## src/rtl/lsc_pkg.sv

```systemverilog
package lsc_pkg;

  // Safe-state response selected when a disagreement is first latched
  typedef enum logic {
    RESP_RESET    = 1'b0,
    RESP_FAILSAFE = 1'b1
  } resp_mode_e;

endpackage

```

## src/rtl/lsc_skew_line.sv

```systemverilog
// Programmable delay for the primary channel: tap 0 is the live input,
// tap k is the beat presented k cycles earlier.
module lsc_skew_line #(
  parameter int DATA_W   = 32,
  parameter int MAX_SKEW = 7,
  localparam int SKEW_W  = $clog2(MAX_SKEW + 1)
) (
  input  logic              clk,
  input  logic              rst,
  input  logic [SKEW_W-1:0] skew_i,
  input  logic              valid_i,
  input  logic [DATA_W-1:0] data_i,
  output logic              valid_o,
  output logic [DATA_W-1:0] data_o
);

  logic              v_q [MAX_SKEW];
  logic [DATA_W-1:0] d_q [MAX_SKEW];
  logic [SKEW_W-1:0] sel;

  // Clamp out-of-range settings to the deepest tap
  assign sel = (int'(skew_i) > MAX_SKEW) ? SKEW_W'(MAX_SKEW) : skew_i;

  generate
    for (genvar g = 0; g < MAX_SKEW; g++) begin : g_stage
      if (g == 0) begin : g_head
        always_ff @(posedge clk) begin
          if (rst) v_q[g] <= 1'b0;
          else     v_q[g] <= valid_i;
          d_q[g] <= data_i;
        end
      end else begin : g_body
        always_ff @(posedge clk) begin
          if (rst) v_q[g] <= 1'b0;
          else     v_q[g] <= v_q[g-1];
          d_q[g] <= d_q[g-1];
        end
      end
    end
  endgenerate

  always_comb begin
    valid_o = valid_i;
    data_o  = data_i;
    for (int i = 0; i < MAX_SKEW; i++) begin
      if (int'(sel) == i + 1) begin
        valid_o = v_q[i];
        data_o  = d_q[i];
      end
    end
  end

endmodule

```

## src/rtl/lsc_compare.sv

```systemverilog
// Beat comparison: lone strobe or differing valid words count as a fault.
module lsc_compare #(
  parameter int DATA_W = 32
) (
  input  logic              a_valid_i,
  input  logic [DATA_W-1:0] a_data_i,
  input  logic              b_valid_i,
  input  logic [DATA_W-1:0] b_data_i,
  output logic              diff_o
);

  logic strobe_diff;
  logic word_diff;

  assign strobe_diff = a_valid_i ^ b_valid_i;
  assign word_diff   = a_valid_i & b_valid_i & (a_data_i != b_data_i);
  assign diff_o      = strobe_diff | word_diff;

endmodule

```

## src/rtl/lsc_sat_counter.sv

```systemverilog
module lsc_sat_counter #(
  parameter int CNT_W = 8,
  localparam logic [CNT_W-1:0] CNT_MAX = '1
) (
  input  logic             clk,
  input  logic             rst,
  input  logic             clear_i,
  input  logic             inc_i,
  output logic [CNT_W-1:0] count_o
);

  logic [CNT_W-1:0] base;

  assign base = clear_i ? '0 : count_o;

  always_ff @(posedge clk) begin
    if (rst)                          count_o <= '0;
    else if (inc_i && base != CNT_MAX) count_o <= base + 1'b1;
    else                              count_o <= base;
  end

  // a saturated count stays put until cleared
  a_r10_sat_hold: assert property (@(posedge clk) disable iff (rst)
    (count_o == CNT_MAX && !clear_i) |=> (count_o == CNT_MAX));

  // without clear the count never decreases
  a_r10_monotone: assert property (@(posedge clk) disable iff (rst)
    !clear_i |=> (count_o >= $past(count_o)));

endmodule

```

## src/rtl/lsc_response.sv

```systemverilog
module lsc_response
  import lsc_pkg::*;
(
  input  logic       clk,
  input  logic       rst,
  input  logic       clear_i,
  input  logic       diff_i,
  input  resp_mode_e mode_i,
  output logic       mismatch_o,
  output logic       safe_req_o,
  output logic       reset_req_o,
  output logic       failsafe_o
);

  logic held;
  logic first_hit;
  logic fs_base;

  assign held      = clear_i ? 1'b0 : mismatch_o;
  assign fs_base   = clear_i ? 1'b0 : failsafe_o;
  assign first_hit = diff_i & ~held;

  always_ff @(posedge clk) begin
    if (rst) begin
      mismatch_o  <= 1'b0;
      safe_req_o  <= 1'b0;
      reset_req_o <= 1'b0;
      failsafe_o  <= 1'b0;
    end else begin
      mismatch_o  <= held | diff_i;
      safe_req_o  <= first_hit;
      reset_req_o <= first_hit & (mode_i == RESP_RESET);
      failsafe_o  <= fs_base | (first_hit & (mode_i == RESP_FAILSAFE));
    end
  end

  // sticky flag survives until clear
  a_r6_sticky: assert property (@(posedge clk) disable iff (rst)
    (mismatch_o && !clear_i) |=> mismatch_o);

  // the safe request is a single-cycle pulse
  a_r7_pulse: assert property (@(posedge clk) disable iff (rst)
    (safe_req_o && !clear_i) |=> !safe_req_o);

  // a reset request only accompanies a safe request
  a_r8_with_safe: assert property (@(posedge clk) disable iff (rst)
    reset_req_o |-> safe_req_o);

  // fail-safe level holds until clear
  a_r9_hold: assert property (@(posedge clk) disable iff (rst)
    (failsafe_o && !clear_i) |=> failsafe_o);

  // the two responses never coexist
  a_r9_exclusive: assert property (@(posedge clk) disable iff (rst)
    reset_req_o |-> !failsafe_o);

  // any response implies the sticky flag
  a_r6_flag_backs_resp: assert property (@(posedge clk) disable iff (rst)
    (safe_req_o || failsafe_o) |-> mismatch_o);

endmodule

```

## src/rtl/lockstep_cmp.sv

```systemverilog
module lockstep_cmp #(
  parameter int DATA_W   = 32,
  parameter int MAX_SKEW = 7,
  parameter int CNT_W    = 8,
  localparam int SKEW_W  = $clog2(MAX_SKEW + 1)
) (
  input  logic              clk,
  input  logic              rst,
  input  logic              clear_i,
  input  logic [SKEW_W-1:0] skew_i,
  input  logic              fail_mode_i,
  input  logic              pri_valid_i,
  input  logic [DATA_W-1:0] pri_data_i,
  input  logic              chk_valid_i,
  input  logic [DATA_W-1:0] chk_data_i,
  output logic              mismatch_o,
  output logic              safe_req_o,
  output logic              reset_req_o,
  output logic              failsafe_o,
  output logic [CNT_W-1:0]  err_count_o
);
  import lsc_pkg::*;

  logic              al_valid;
  logic [DATA_W-1:0] al_data;
  logic              diff;
  resp_mode_e        mode;

  assign mode = resp_mode_e'(fail_mode_i);

  lsc_skew_line #(.DATA_W(DATA_W), .MAX_SKEW(MAX_SKEW)) u_skew (
    .clk     (clk),
    .rst     (rst),
    .skew_i  (skew_i),
    .valid_i (pri_valid_i),
    .data_i  (pri_data_i),
    .valid_o (al_valid),
    .data_o  (al_data)
  );

  lsc_compare #(.DATA_W(DATA_W)) u_cmp (
    .a_valid_i (al_valid),
    .a_data_i  (al_data),
    .b_valid_i (chk_valid_i),
    .b_data_i  (chk_data_i),
    .diff_o    (diff)
  );

  lsc_response u_resp (
    .clk         (clk),
    .rst         (rst),
    .clear_i     (clear_i),
    .diff_i      (diff),
    .mode_i      (mode),
    .mismatch_o  (mismatch_o),
    .safe_req_o  (safe_req_o),
    .reset_req_o (reset_req_o),
    .failsafe_o  (failsafe_o)
  );

  lsc_sat_counter #(.CNT_W(CNT_W)) u_cnt (
    .clk     (clk),
    .rst     (rst),
    .clear_i (clear_i),
    .inc_i   (diff),
    .count_o (err_count_o)
  );

  // with no skew, both strobes high on differing words flags a fault
  a_r2_exact: assert property (@(posedge clk) disable iff (rst)
    (skew_i == '0 && pri_valid_i && chk_valid_i && pri_data_i != chk_data_i)
      |=> mismatch_o);

  // a lone strobe at zero skew flags a fault
  a_r3_lone: assert property (@(posedge clk) disable iff (rst)
    (skew_i == '0 && (pri_valid_i != chk_valid_i)) |=> mismatch_o);

endmodule

```

## config.mk

```make
export PLATFORM = sky130hd
export DESIGN_NAME = lockstep_cmp
export DESIGN_NICKNAME = d
export VERILOG_FILES = /design/src/rtl/lsc_pkg.sv /design/src/rtl/lsc_skew_line.sv /design/src/rtl/lsc_compare.sv /design/src/rtl/lsc_sat_counter.sv /design/src/rtl/lsc_response.sv /design/src/rtl/lockstep_cmp.sv
export SDC_FILE = /design/constraint.sdc
export NUM_CORES = 1
export LEC_CHECK = 0
export ABC_AREA = 1
export ABC_CLOCK_PERIOD_IN_PS = 4150
export CAP_MARGIN = 0
export CORE_ASPECT_RATIO = 0.7
export CORE_UTILIZATION = 51
export DETAILED_ROUTE_END_ITERATION = 10
export PLACE_DENSITY = 0.8
export SYNTH_ARGS = -nofsm -noshare
export SYNTH_HDL_FRONTEND = slang
export SYNTH_HIERARCHICAL = 1
export SYNTH_SLANG_ARGS = --single-unit
export TNS_END_PERCENT = 100
```

## constraint.sdc

```tcl
create_clock -name clk -period 4.15 [get_ports clk]
set_clock_uncertainty 0.2 [all_clocks]
set_input_delay 0.83 -clock clk [delete_from_list [all_inputs] [get_ports clk]]
set_output_delay 0.83 -clock clk [all_outputs]
set_load 0.02 [all_outputs]
```

==> out/qor.yml <==
wire_per_inst_um: 12.8
mean_number_of_vias_per_cell: 4.74
antenna_violating_nets_post_route: 0
drt_drc_violations_left: 0
leakage_nw: 5.23
maxSlewHeadroom_pct: 60.0
longest_individual_stage_delay_on_the_worst_path_ps: 550
postSynthNetCount: 1235
die_area_um2: 17900
place.detailed.hpwl_um: 13200
cp-startpoint: "skew_i[0]"
critPathLaunchType: "input port"
max-vdd-ir-drop_mv: 0.242
rows: 39
syn-instance-count: 1161
final_layout_size_suffix_gt1_share_pct: 6.99
cts_tree: "yes"
gr-usage-all-layers_pct: 21.5
pin_count: 85
cellPowerDensity_nw_per_um2: 479
timing.critical_path.to: "u_cnt/count_o[6]"
tightestPinTransition_ps: 599
postCtsHoldBufs: 0
min_period_ps: 3640
post-synth-top-area-fraction_pct: 55.0
final_max_slew_viol_count: 0
run_status: "finished, final reports clean"
grt_pass1_wl_um: 31700
cts.repair.resized: 0
ff2ff_setup_slack_ps: 1550
reg2regPathDepth: 27
dp_worst_setup_slack_ps: 76.1
end_kind: "register"
unrepaired_setup_endpoints_after_global_routing: "false"
report.final.hold_viol_count: 0
post-layout-total-power_w: 0.00516
netlist_area_um2: 8840
critical_path.reg2reg.endpoint: "u_cnt/count_o[6]"
drtPass1Iterations: 5
post_cts_buffers: 0
ys_types: 26
fin_tns_setup_ps: 0
worst_path_max_delay_cell: "clkdlybuf4s50_1"
grt.overflow.total: 0
critical_path_required_ps: 4340
synth.most_common_cell: "nand2_1"
fmax_mhz: 275
total_via_count_after_detailed_routing: 7027
syn2layout_area_growth_pct: 21.6
timing.final.setup_violations: 0
floorplan.initialDensity_pct: 53.1
synthTopCellsByArea: "dfxtp_1, nand2_1, nor2_1"
cts.clk_slew.worst_paths_ps: 60
seq_area_frac_synth_pct: 55.0
detailed_router_s_first_iteration_violation_count: 651
chipWidth_um: 159
dominantRegCellSynth: "dfxtp_1"
io_buffer_count: 84
crit_top_cell: "nand2_1"
layout_worst_path_cycle_share_pct: 87.7
tritoncts_num_sinks: 243
asyncSetResetFlopFracSynth_pct: 0
detail_route.wirelength_um: 19000
antenna_diodes: 0
finalNetCount: 1318
gp_congestion: 0.768
maxCapViolCount: 0
initial_antenna_violation_count: 0
grt_start_max_net_pins: 67
die_h_um: 112
coreArea_um2: 16600
hold_path_class: "reg -> reg"
tritoncts.num_buffers: 23
buffer_depth_of_the_longest_clock_path: 3
synth_enable_flop_cells: 0
worstSkewPairLatency_ps: 500
syn_avg_cell_area_um2: 7.61
first_global_vias: 6441
post_synth_most_frequent_cells: "nand2_1, dfxtp_1, nor2_1"
finish.utilization_pct: 64.6
worst_slack_ps: 510
synth_largest_area_cell: "dfxtp_1"
crit_fanout: 33
worst_hold_slack_ps: 144
timing.critical_path.arrival_ps: 3830
reg_to_reg_start: "u_skew/d_q[0][19]"
clock_tree_root: "clkbuf_16"
synth_warnings: 6
critPathKind: "in -> reg"
ctsHtreeMaxLevel: 1
synth.ff_latch_count: 243
cell families after synthesis:
family	count (synthesis)	synth area share, %
flip-flops	243	55.0
buffers and inverters	163	7.43
AO/OA/AOI/OAI	43	2.46
adder cells (fa/ha/maj)	1	0.142
AND/OR/NAND/NOR	688	32.7
XOR/XNOR	23	2.28
cells in the final DEF (no fill, tap or decap), types with 3 or more instances in the layout:
cell	instances
inv_2	8
nand2_1	377
nor2_2	6
buf_4	14
nor2_4	5
clkdlybuf4s50_1	84
clkbuf_1	3
o21ai_0	30
clkinv_2	5
nand3_1	105
xnor2_1	23
nor2_1	157
dfxtp_1	243
inv_1	107
clkbuf_8	5
a21oi_1	11
or2_1	14
or2_0	13
nand3_2	6
clkbuf_16	23
buf_12	7
worst max-delay path: cells and delay by family:
kind / cells / cell delay, ps
simple gates: 23 / 1830
buf+inv: 5 / 960
compound gates: 1 / 200
power breakdown:
group	switching [W]	internal [W]
clock network	0.000853	0.00123
logic	0.000319	0.000237
registers	0.0000566	0.00246
total	0.00123	0.00393
registers in the layout (all words and copies together) (netlist names):
register / flops
u_resp/failsafe_o: 1
u_skew/v_q: 7
u_resp/reset_req_o: 1
u_skew/d_q: 224
u_resp/safe_req_o: 1
u_cnt/count_o: 8
u_resp/mismatch_o: 1
area by class of cell:
class                           count  area (um^2)
Clock buffer                       31          656
Clock inverter                      9          101
Fill cell                        1336         5890
Inverter                          116          438
Multi-Input combinational cell    755         3330
Sequential cell                   243         4860
Tap cell                          225          282
Timing Repair Buffer              105         1090
through the flow:
stage	area, um^2	std cells
2_1_floorplan	8840	1161
3_5_place_dp	10000	1444
4_1_cts	10800	1484
6_report	10800	1484
3_3_place_gp	10000	1444
5_1_grt	10800	1484
layer usage:
layer  GRT usage [%]  share of wire (%)  vias up
met3            3.36                6.4       24
met5               0                  0        -
li1                -                  -     3684
met4            5.32                1.4        0
met2            28.8                 38      227
met1            35.1                 54     3092
worst min-delay path by stage:
| stage | start | to | cells after the start |
|---|---|---|---|
| detailed placement | u_skew/d_q[4][8] | u_skew/d_q[5][8] | 0 |
| global route | u_skew/d_q[4][21] | u_skew/d_q[5][21] | 0 |
| global placement | u_skew/d_q[4][22] | u_skew/d_q[5][22] | 0 |
| finish | u_skew/d_q[4][7] | u_skew/d_q[5][7] | 0 |
| floorplan | u_skew/d_q[4][20] | u_skew/d_q[5][20] | 0 |
| CTS | u_skew/d_q[4][26] | u_skew/d_q[5][26] | 0 |
Power figures use the tool's default switching activity.
